**src/rtl/flash_guard_pkg.sv**
```systemverilog
package flash_guard_pkg;

  typedef enum logic [1:0] {
    OP_IDLE     = 2'd0,
    OP_DOWNLOAD = 2'd1,
    OP_PROGRAM  = 2'd2,
    OP_ERASE    = 2'd3
  } op_e;

  localparam int NUM_EVT    = 4;
  localparam int EVT_IRQ    = 0;
  localparam int EVT_READ   = 1;
  localparam int EVT_SLEEP  = 2;
  localparam int EVT_MASTER = 3;

  localparam logic ADDR_CTRL = 1'b0;
  localparam logic ADDR_KEY  = 1'b1;

endpackage

```
**src/rtl/fg_regs.sv**
```systemverilog
module fg_regs #(
  parameter int DW = 8
) (
  input  logic          clk,
  input  logic          rst,
  input  logic          we,
  input  logic          addr,
  input  logic [DW-1:0] wdata,
  input  logic          err,
  input  logic          busy,
  output logic          arm,
  output logic [DW-1:0] key,
  output logic [DW-1:0] rdata
);
  import flash_guard_pkg::*;

  localparam int ARM_BIT  = 0;
  localparam int BUSY_BIT = 1;
  localparam int ERR_BIT  = DW - 1;

  logic [DW-1:0] status_view;

  always_comb begin
    status_view           = '0;
    status_view[ARM_BIT]  = arm;
    status_view[BUSY_BIT] = busy;
    status_view[ERR_BIT]  = err;
  end

  always_ff @(posedge clk) begin
    if (rst) begin
      arm   <= 1'b0;
      key   <= '0;
      rdata <= '0;
    end else begin
      if (we && addr == ADDR_CTRL) arm <= wdata[ARM_BIT];
      if (we && addr == ADDR_KEY)  key <= wdata;
      rdata <= (addr == ADDR_KEY) ? key : status_view;
    end
  end

  p_arm_write_r2: assert property (@(posedge clk) disable iff (rst)
    (we && addr == ADDR_CTRL) |=> (arm == $past(wdata[ARM_BIT])));

  p_key_write_r11: assert property (@(posedge clk) disable iff (rst)
    (we && addr == ADDR_KEY) |=> (key == $past(wdata)));

endmodule

```
**src/rtl/fg_gate.sv**
```systemverilog
module fg_gate #(
  parameter int          DW     = 8,
  parameter logic [DW-1:0] KEY_DL = 8'hA5,
  parameter logic [DW-1:0] KEY_PE = 8'h5A
) (
  input  logic          clk,
  input  logic          rst,
  input  logic          arm,
  input  logic [DW-1:0] key,
  input  logic          err,
  output logic          en_dl,
  output logic          en_pe
);

  logic dl_ok, pe_ok;

  assign dl_ok = arm && (key == KEY_DL);
  assign pe_ok = arm && (key == KEY_PE) && !err;

  always_ff @(posedge clk) begin
    if (rst) begin
      en_dl <= 1'b0;
      en_pe <= 1'b0;
    end else begin
      en_dl <= dl_ok;
      en_pe <= pe_ok;
    end
  end

  p_keys_exclusive_r4: assert property (@(posedge clk) disable iff (rst)
    !(en_dl && en_pe));

  p_err_locks_r3: assert property (@(posedge clk) disable iff (rst)
    err |=> !en_pe);

endmodule

```
**src/rtl/fg_errmon.sv**
```systemverilog
module fg_errmon #(
  parameter int NEVT = 4
) (
  input  logic            clk,
  input  logic            rst,
  input  logic [NEVT-1:0] evt,
  input  logic            pe_active,
  output logic            trip,
  output logic            abort,
  output logic            err
);

  assign trip = pe_active && (|evt);

  always_ff @(posedge clk) begin
    if (rst) begin
      abort <= 1'b0;
      err   <= 1'b0;
    end else begin
      abort <= trip;
      if (trip) err <= 1'b1;
    end
  end

  p_trip_aborts_r6: assert property (@(posedge clk) disable iff (rst)
    (pe_active && (|evt)) |=> (abort && err));

  p_abort_single_r7: assert property (@(posedge clk) disable iff (rst)
    abort |=> !abort);

  p_err_sticky_r8: assert property (@(posedge clk) disable iff (rst)
    err |=> err);

  p_idle_ignored_r9: assert property (@(posedge clk) disable iff (rst)
    (!pe_active && !err) |=> (!err && !abort));

endmodule

```
**src/rtl/fg_opctl.sv**
```systemverilog
module fg_opctl
  import flash_guard_pkg::*;
(
  input  logic clk,
  input  logic rst,
  input  logic req_dl,
  input  logic req_pg,
  input  logic req_er,
  input  logic en_dl,
  input  logic en_pe,
  input  logic trip,
  input  logic done,
  output logic busy,
  output op_e  op,
  output logic pe_active
);

  always_ff @(posedge clk) begin
    if (rst) begin
      busy <= 1'b0;
      op   <= OP_IDLE;
    end else if (busy) begin
      if (trip || done) begin
        busy <= 1'b0;
        op   <= OP_IDLE;
      end
    end else if (req_pg && en_pe) begin
      busy <= 1'b1;
      op   <= OP_PROGRAM;
    end else if (req_er && en_pe) begin
      busy <= 1'b1;
      op   <= OP_ERASE;
    end else if (req_dl && en_dl) begin
      busy <= 1'b1;
      op   <= OP_DOWNLOAD;
    end
  end

  assign pe_active = busy && (op == OP_PROGRAM || op == OP_ERASE);

  p_start_prog_r5: assert property (@(posedge clk) disable iff (rst)
    (!busy && req_pg && en_pe) |=> (busy && op == OP_PROGRAM));

  p_done_r10: assert property (@(posedge clk) disable iff (rst)
    (busy && done) |=> !busy);

  p_trip_drops_busy_r6: assert property (@(posedge clk) disable iff (rst)
    trip |=> (!busy && op == OP_IDLE));

endmodule

```
**src/rtl/flash_guard.sv**
```systemverilog
module flash_guard #(
  parameter int DW = 8,
  parameter logic [DW-1:0] KEY_DL = 8'hA5,
  parameter logic [DW-1:0] KEY_PE = 8'h5A
) (
  input  logic          clk,
  input  logic          rst,
  input  logic          cfg_we,
  input  logic          cfg_addr,
  input  logic [DW-1:0] cfg_wdata,
  output logic [DW-1:0] cfg_rdata,
  input  logic          evt_irq,
  input  logic          evt_flash_rd,
  input  logic          evt_sleep,
  input  logic          evt_ext_master,
  input  logic          req_download,
  input  logic          req_program,
  input  logic          req_erase,
  input  logic          seq_done,
  output logic          en_download,
  output logic          en_program,
  output logic          en_erase,
  output logic          busy,
  output logic [1:0]    active_op,
  output logic          abort,
  output logic          err_flag
);
  import flash_guard_pkg::*;

  logic                arm;
  logic [DW-1:0]       key;
  logic                en_dl, en_pe;
  logic                trip, pe_active;
  logic [NUM_EVT-1:0]  evt;
  op_e                 op;

  assign evt[EVT_IRQ]    = evt_irq;
  assign evt[EVT_READ]   = evt_flash_rd;
  assign evt[EVT_SLEEP]  = evt_sleep;
  assign evt[EVT_MASTER] = evt_ext_master;

  fg_regs #(.DW(DW)) u_regs (
    .clk(clk), .rst(rst), .we(cfg_we), .addr(cfg_addr), .wdata(cfg_wdata),
    .err(err_flag), .busy(busy), .arm(arm), .key(key), .rdata(cfg_rdata)
  );

  fg_gate #(.DW(DW), .KEY_DL(KEY_DL), .KEY_PE(KEY_PE)) u_gate (
    .clk(clk), .rst(rst), .arm(arm), .key(key), .err(err_flag),
    .en_dl(en_dl), .en_pe(en_pe)
  );

  fg_errmon #(.NEVT(NUM_EVT)) u_errmon (
    .clk(clk), .rst(rst), .evt(evt), .pe_active(pe_active),
    .trip(trip), .abort(abort), .err(err_flag)
  );

  fg_opctl u_opctl (
    .clk(clk), .rst(rst), .req_dl(req_download), .req_pg(req_program),
    .req_er(req_erase), .en_dl(en_dl), .en_pe(en_pe), .trip(trip),
    .done(seq_done), .busy(busy), .op(op), .pe_active(pe_active)
  );

  assign en_download = en_dl;
  assign en_program  = en_pe;
  assign en_erase    = en_pe;
  assign active_op   = op;

  p_reset_quiet_r1: assert property (@(posedge clk)
    rst |=> (!busy && !abort && !err_flag && !en_download && !en_program));

  p_abort_not_busy_r6: assert property (@(posedge clk) disable iff (rst)
    abort |-> !busy);

endmodule

```
**config.mk**
```make
export PLATFORM = sky130hd
export DESIGN_NAME = flash_guard
export DESIGN_NICKNAME = d
export VERILOG_FILES = /design/src/rtl/flash_guard_pkg.sv /design/src/rtl/fg_regs.sv /design/src/rtl/fg_gate.sv /design/src/rtl/fg_errmon.sv /design/src/rtl/fg_opctl.sv /design/src/rtl/flash_guard.sv
export SDC_FILE = /design/constraint.sdc
export NUM_CORES = 1
export LEC_CHECK = 0
export BUFFER_PORTS_ARGS = -buffer_cell sky130_fd_sc_hd__buf_2
export CAP_MARGIN = 10
export CORE_MARGIN = 2
export CORE_UTILIZATION = 35
export CTS_BUF_LIST = sky130_fd_sc_hd__clkbuf_8
export CTS_CLUSTER_SIZE = 25
export DETAILED_ROUTE_END_ITERATION = 8
export PLACE_DENSITY = 0.64
export SYNTH_ARGS = -nofsm -noshare
export SYNTH_HDL_FRONTEND = slang
export SYNTH_SLANG_ARGS = --single-unit
export TNS_END_PERCENT = 50
```
**constraint.sdc**
```tcl
create_clock -name clk -period 1.05 [get_ports clk]
set_clock_uncertainty 0.15 [all_clocks]
set_input_delay 0.1575 -clock clk [delete_from_list [all_inputs] [get_ports clk]]
set_output_delay 0.1575 -clock clk [all_outputs]
set_load 0.05 [all_outputs]
```
======== After elaboration in Yosys (flattened, before gate mapping) ========
Index checks and enable logic that the tools add are counted.
operators by class
  eq/ne operators ......................... 5
  mux-type cells .......................... 11
  bitwise gates (word level) .............. 1
  reduce and logical (&&, ||, !) cells .... 17
operators with widths
  kind                                                              number
  1-bit logical AND                                                 10
  2-bit 2-to-1 mux                                                  5
  8-bit by 7-bit == test with 1-bit output (second input constant)  1
  8-bit == test (second input constant)                             1
  8-bit 2-to-1 mux                                                  1
  1-bit 2-to-1 mux                                                  5
  2-bit == test (second input constant)                             2
  4-bit nonzero test                                                1
  4-bit OR reduction                                                1
  1-bit logical OR                                                  2
  2-bit inequality test (second input constant)                     1
  2-bit AND reduction                                               1
  2-bit OR reduction                                                1
  1-bit logical NOT                                                 1
  1-bit inverter                                                    1
storage, ports and cells
  register bits after elaboration ......... 24
  bits of input ports ..................... 20
  output and inout port bits .............. 16
  logic and storage cells ................. 44

======== Longest topological paths before layout ========
  depth in word-level cells ............... 7
  depth in mapped cells ................... 4
  mapped depth without buffers ............ 3

======== By module ========
From an unflattened synthesis, not the netlist that was laid out.
unflattened totals
  cell total of the unflattened synthesis .. 95
  area, all modules ....................... 977.2 µm²
by module, submodules not included
  module       instances  cells each  area each (µm²)  sequential area each (µm²)
  fg_regs      1          61          636.9            340.3
  fg_opctl     1          17          146.4            60.1
  fg_gate      1          9           113.9            40.0
  fg_errmon    1          7           72.6             40.0
  flash_guard  1          1           7.5              0.0

======== Least setup slack after synthesis ========
No wires, ideal clock.
  path type ............................... reg2reg
  start ................................... reg u_opctl.busy
  end ..................................... reg u_opctl.op[1]
  library setup time ...................... 0.070 ns
  arrival time ............................ 1.352 ns
  required time ........................... 0.830 ns
  setup slack ............................. -0.522 ns
  cell stages (with the launch flop) ...... 4
  path buffers ............................ 0
  clock period less this slack ............ 1.572 ns
  path through ............................ dfxtp_1 -> nand2_1 -> or3b_1 -> a21oi_1
between the ends
  cells in the longest elaborated chain, start to end .. 5
  elaborated cells on any way between the ends .. 7
  those cells by class .................... eq/ne: 1; mux: 1; reduce/logical: 5
RTL lines
  element                          RTL line         text
  from (decl)                      fg_opctl.sv:13   output logic busy,
  from (signal assigned)           fg_opctl.sv:20   busy <= 1'b0;
  from (signal assigned)           fg_opctl.sv:24   busy <= 1'b0;
  from (signal assigned)           fg_opctl.sv:28   busy <= 1'b1;
  1-bit logical AND                fg_opctl.sv:39   assign pe_active = busy && (op == OP_PROGRAM || op == OP_ERASE);
  1-bit logical AND                fg_errmon.sv:13  assign trip = pe_active && (|evt);
  1-bit logical OR                 fg_opctl.sv:23   if (trip || done) begin
  2-bit inequality test (no line)  n/a
  2-bit AND reduction (no line)    n/a
  to (signal assigned)             fg_opctl.sv:21   op <= OP_IDLE;
  to (signal assigned)             fg_opctl.sv:25   op <= OP_IDLE;
  to (signal assigned)             fg_opctl.sv:29   op <= OP_PROGRAM;
  to (decl)                        fg_opctl.sv:14   output op_e op,
Parallel ways exist; a longest one is shown, timed or not.
A chain may end at the register's enable or synchronous reset.

======== Worst setup path after layout ========
  start ................................... reg u_opctl.busy
  end ..................................... out busy
RTL lines
  element    RTL line           text
  to (decl)  flash_guard.sv:23  output logic busy,
No word-level cell between the ends.

==> flow_summary.json <==
{
  "drv_cap": 0,
  "portBuffers": 35,
  "path_clk_slew_ns": 0.08,
  "max-vdd-ir-drop_mv": 0.831,
  "synth_fp_nets": 117,
  "via_per_inst": 4.84,
  "syn_area_um2": 936,
  "synthCells": 97,
  "synth_ff_type": "dfxtp_1",
  "grt_max_degree": 14,
  "postSynthAreaPerCell_um2": 9.65,
  "grt_remaining_overflow": 0,
  "drive_gt1_frac": 0.557,
  "critPathRequiredTime_ns": 0.74,
  "synthArstFlopShare": 0,
  "post-route-period-util": 1.13,
  "p_leak_nw": 0.691,
  "crit_arrival_ns": 0.88,
  "cts-buffers-inserted": 3,
  "most-common-layout-cells": "buf_2, buf_4, dfxtp_2",
  "syn2layout_area_growth_pct": 72.2,
  "grt_pass1_vias": 951,
  "min_period_ns": 1.19,
  "status": "finished with violations",
  "routed_wl_um": 2290,
  "antenna_found_initial": 0,
  "rsz0062_at_grt": "true",
  "final_common_cell": "buf_2",
  "drc": 0,
  "avgRoutedWirePerCell_um": 12.2,
  "rows": 18,
  "slew_viol_final": 0,
  "io_pins": 36,
  "hp-class": "in -> reg",
  "failed_checks": "setup timing",
  "place_congestion": 0.798,
  "setup_slack_ns": -0.141,
  "grtUsageTotal": 0.155,
  "synth_cell_types": 31,
  "diodes": 0,
  "grt_pass1_wl_um": 3850,
  "die_y_um": 55.7,
  "powerDensity_nw_per_um2": 1090,
  "dpl.hpwl_um": 1590,
  "finalSetupViolCount": 12,
  "finalSetupTns_ns": -0.834,
  "detailedPlace.worstSlack_ns": -0.201,
  "detail-route-antenna-nets": 0,
  "path_class": "reg -> out",
  "cts.sinks": 24,
  "slew_headroom": 0.804,
  "clk_latency_ns": 0.26,
  "core_um2": 2500,
  "cts.root.buffer_cell": "clkbuf_8",
  "worst_setup_path_start_kind": "register",
  "yosys_warnings": 0,
  "nNetsFinal": 179,
  "vias": 909,
  "die_w_um": 55.7,
  "synth_edf_count": 0,
  "tightest_slew_ns": 0.293,
  "ys_ff_latch": 24,
  "dieArea_um2": 3100,
  "hold_viol_final": 0,
  "end_kind": "output port",
  "final_util": 0.645,
  "h-tree-depth": 1,
  "firstDrtPassIters": 4,
  "seq_area_frac_synth": 0.513,
  "cp_max_fo": 5,
  "clock.fmax_ghz": 0.840,
  "clockBufferDepth": 2,
  "initial_utilization": 0.374,
  "drt_iter0_markers": 12,
  "cts_tree": "done"
}
registers in the layout (all words and copies together) (netlist names):
| name | flops |
|---|---|
| u_errmon.abort | 1 |
| u_opctl.busy | 1 |
| u_gate.en_dl | 1 |
| u_gate.en_pe | 1 |
| u_opctl.op | 2 |
| u_regs.rdata | 8 |
| u_regs.key | 8 |
| u_errmon.err | 1 |
| u_regs.arm | 1 |
logic make-up after synthesis:
group	Yosys count	synth area share
flops	24	0.513
compound gates	20	0.131
mux	4	0.0428
simple gates	43	0.267
buf+inv	6	0.0454
power by group:
group / total, W / switching (W) / internal (W)
Combinational: 0.000214 / 0.000101 / 0.000113
Sequential: 0.000934 / 0.0000134 / 0.000920
Clock: 0.000607 / 0.000273 / 0.000334
Total: 0.00176 / 0.000388 / 0.00137
worst paths after layout:
kind | cells after the start | endpoint | from | slack (ns)
min reg2reg | 2 | u_regs.key[2] | u_regs.key[2] | 0.32
max | 2 | busy | u_opctl.busy | -0.14
max reg2reg | 4 | u_opctl.op[1] | u_gate.en_pe | -0.14
min | 3 | u_opctl.op[1] | seq_done | 0.06
critical path, stage by stage (launching register included):
cell and delay (ns):
dfxtp_4 0.37, buf_6 0.12, buf_8 0.14
area by class of cell:
class	count	area, um^2
timing repair buffer	62	551
multi-input combinational	67	447
clock buffer	4	55.1
sequential	24	518
fill	209	888
tap	30	37.5
inverter	1	3.75
synth_stat cells, types with 2 or more instances:
cell,number,share of area
nand3_1,8,0.043
nor2b_1,3,0.020
and2_1,5,0.033
mux2i_1,4,0.043
buf_6,2,0.024
a21oi_1,11,0.059
o21ai_0,2,0.011
dfxtp_1,24,0.51
nand2_1,11,0.044
nor2_1,5,0.020
nand2b_1,2,0.013
metrics by stage:
stage	power, W	hold slack [ns]	std cells	cell area, um^2
finish	0.00176	0.0574	188	1610
global route	0.00183	0.0732	188	1610
CTS	0.00177	0.0193	187	1560
detailed placement	0.00113	0.264	174	1260
global placement	0.00113	0.259	174	1260
floorplan	0.00104	0.151	97	955
repair_timing:
item                                    CTS  global route
endpoints found under the setup margin   21            22
setup buffers                             1             1
hold buffers                              8             0
pin swaps                                 3             1
endpoints found under the hold margin     9             0
gates resized for setup                  54            15
metal layers:
layer	part of all wire	GRT usage	wire, um
met2	0.52	0.277	1190
met1	0.43	0.178	985
met4	0.015	0.0767	34
met3	0.035	0.0256	80
met5	0	0	0
Note: power is estimated with default switching activity, not from simulation.
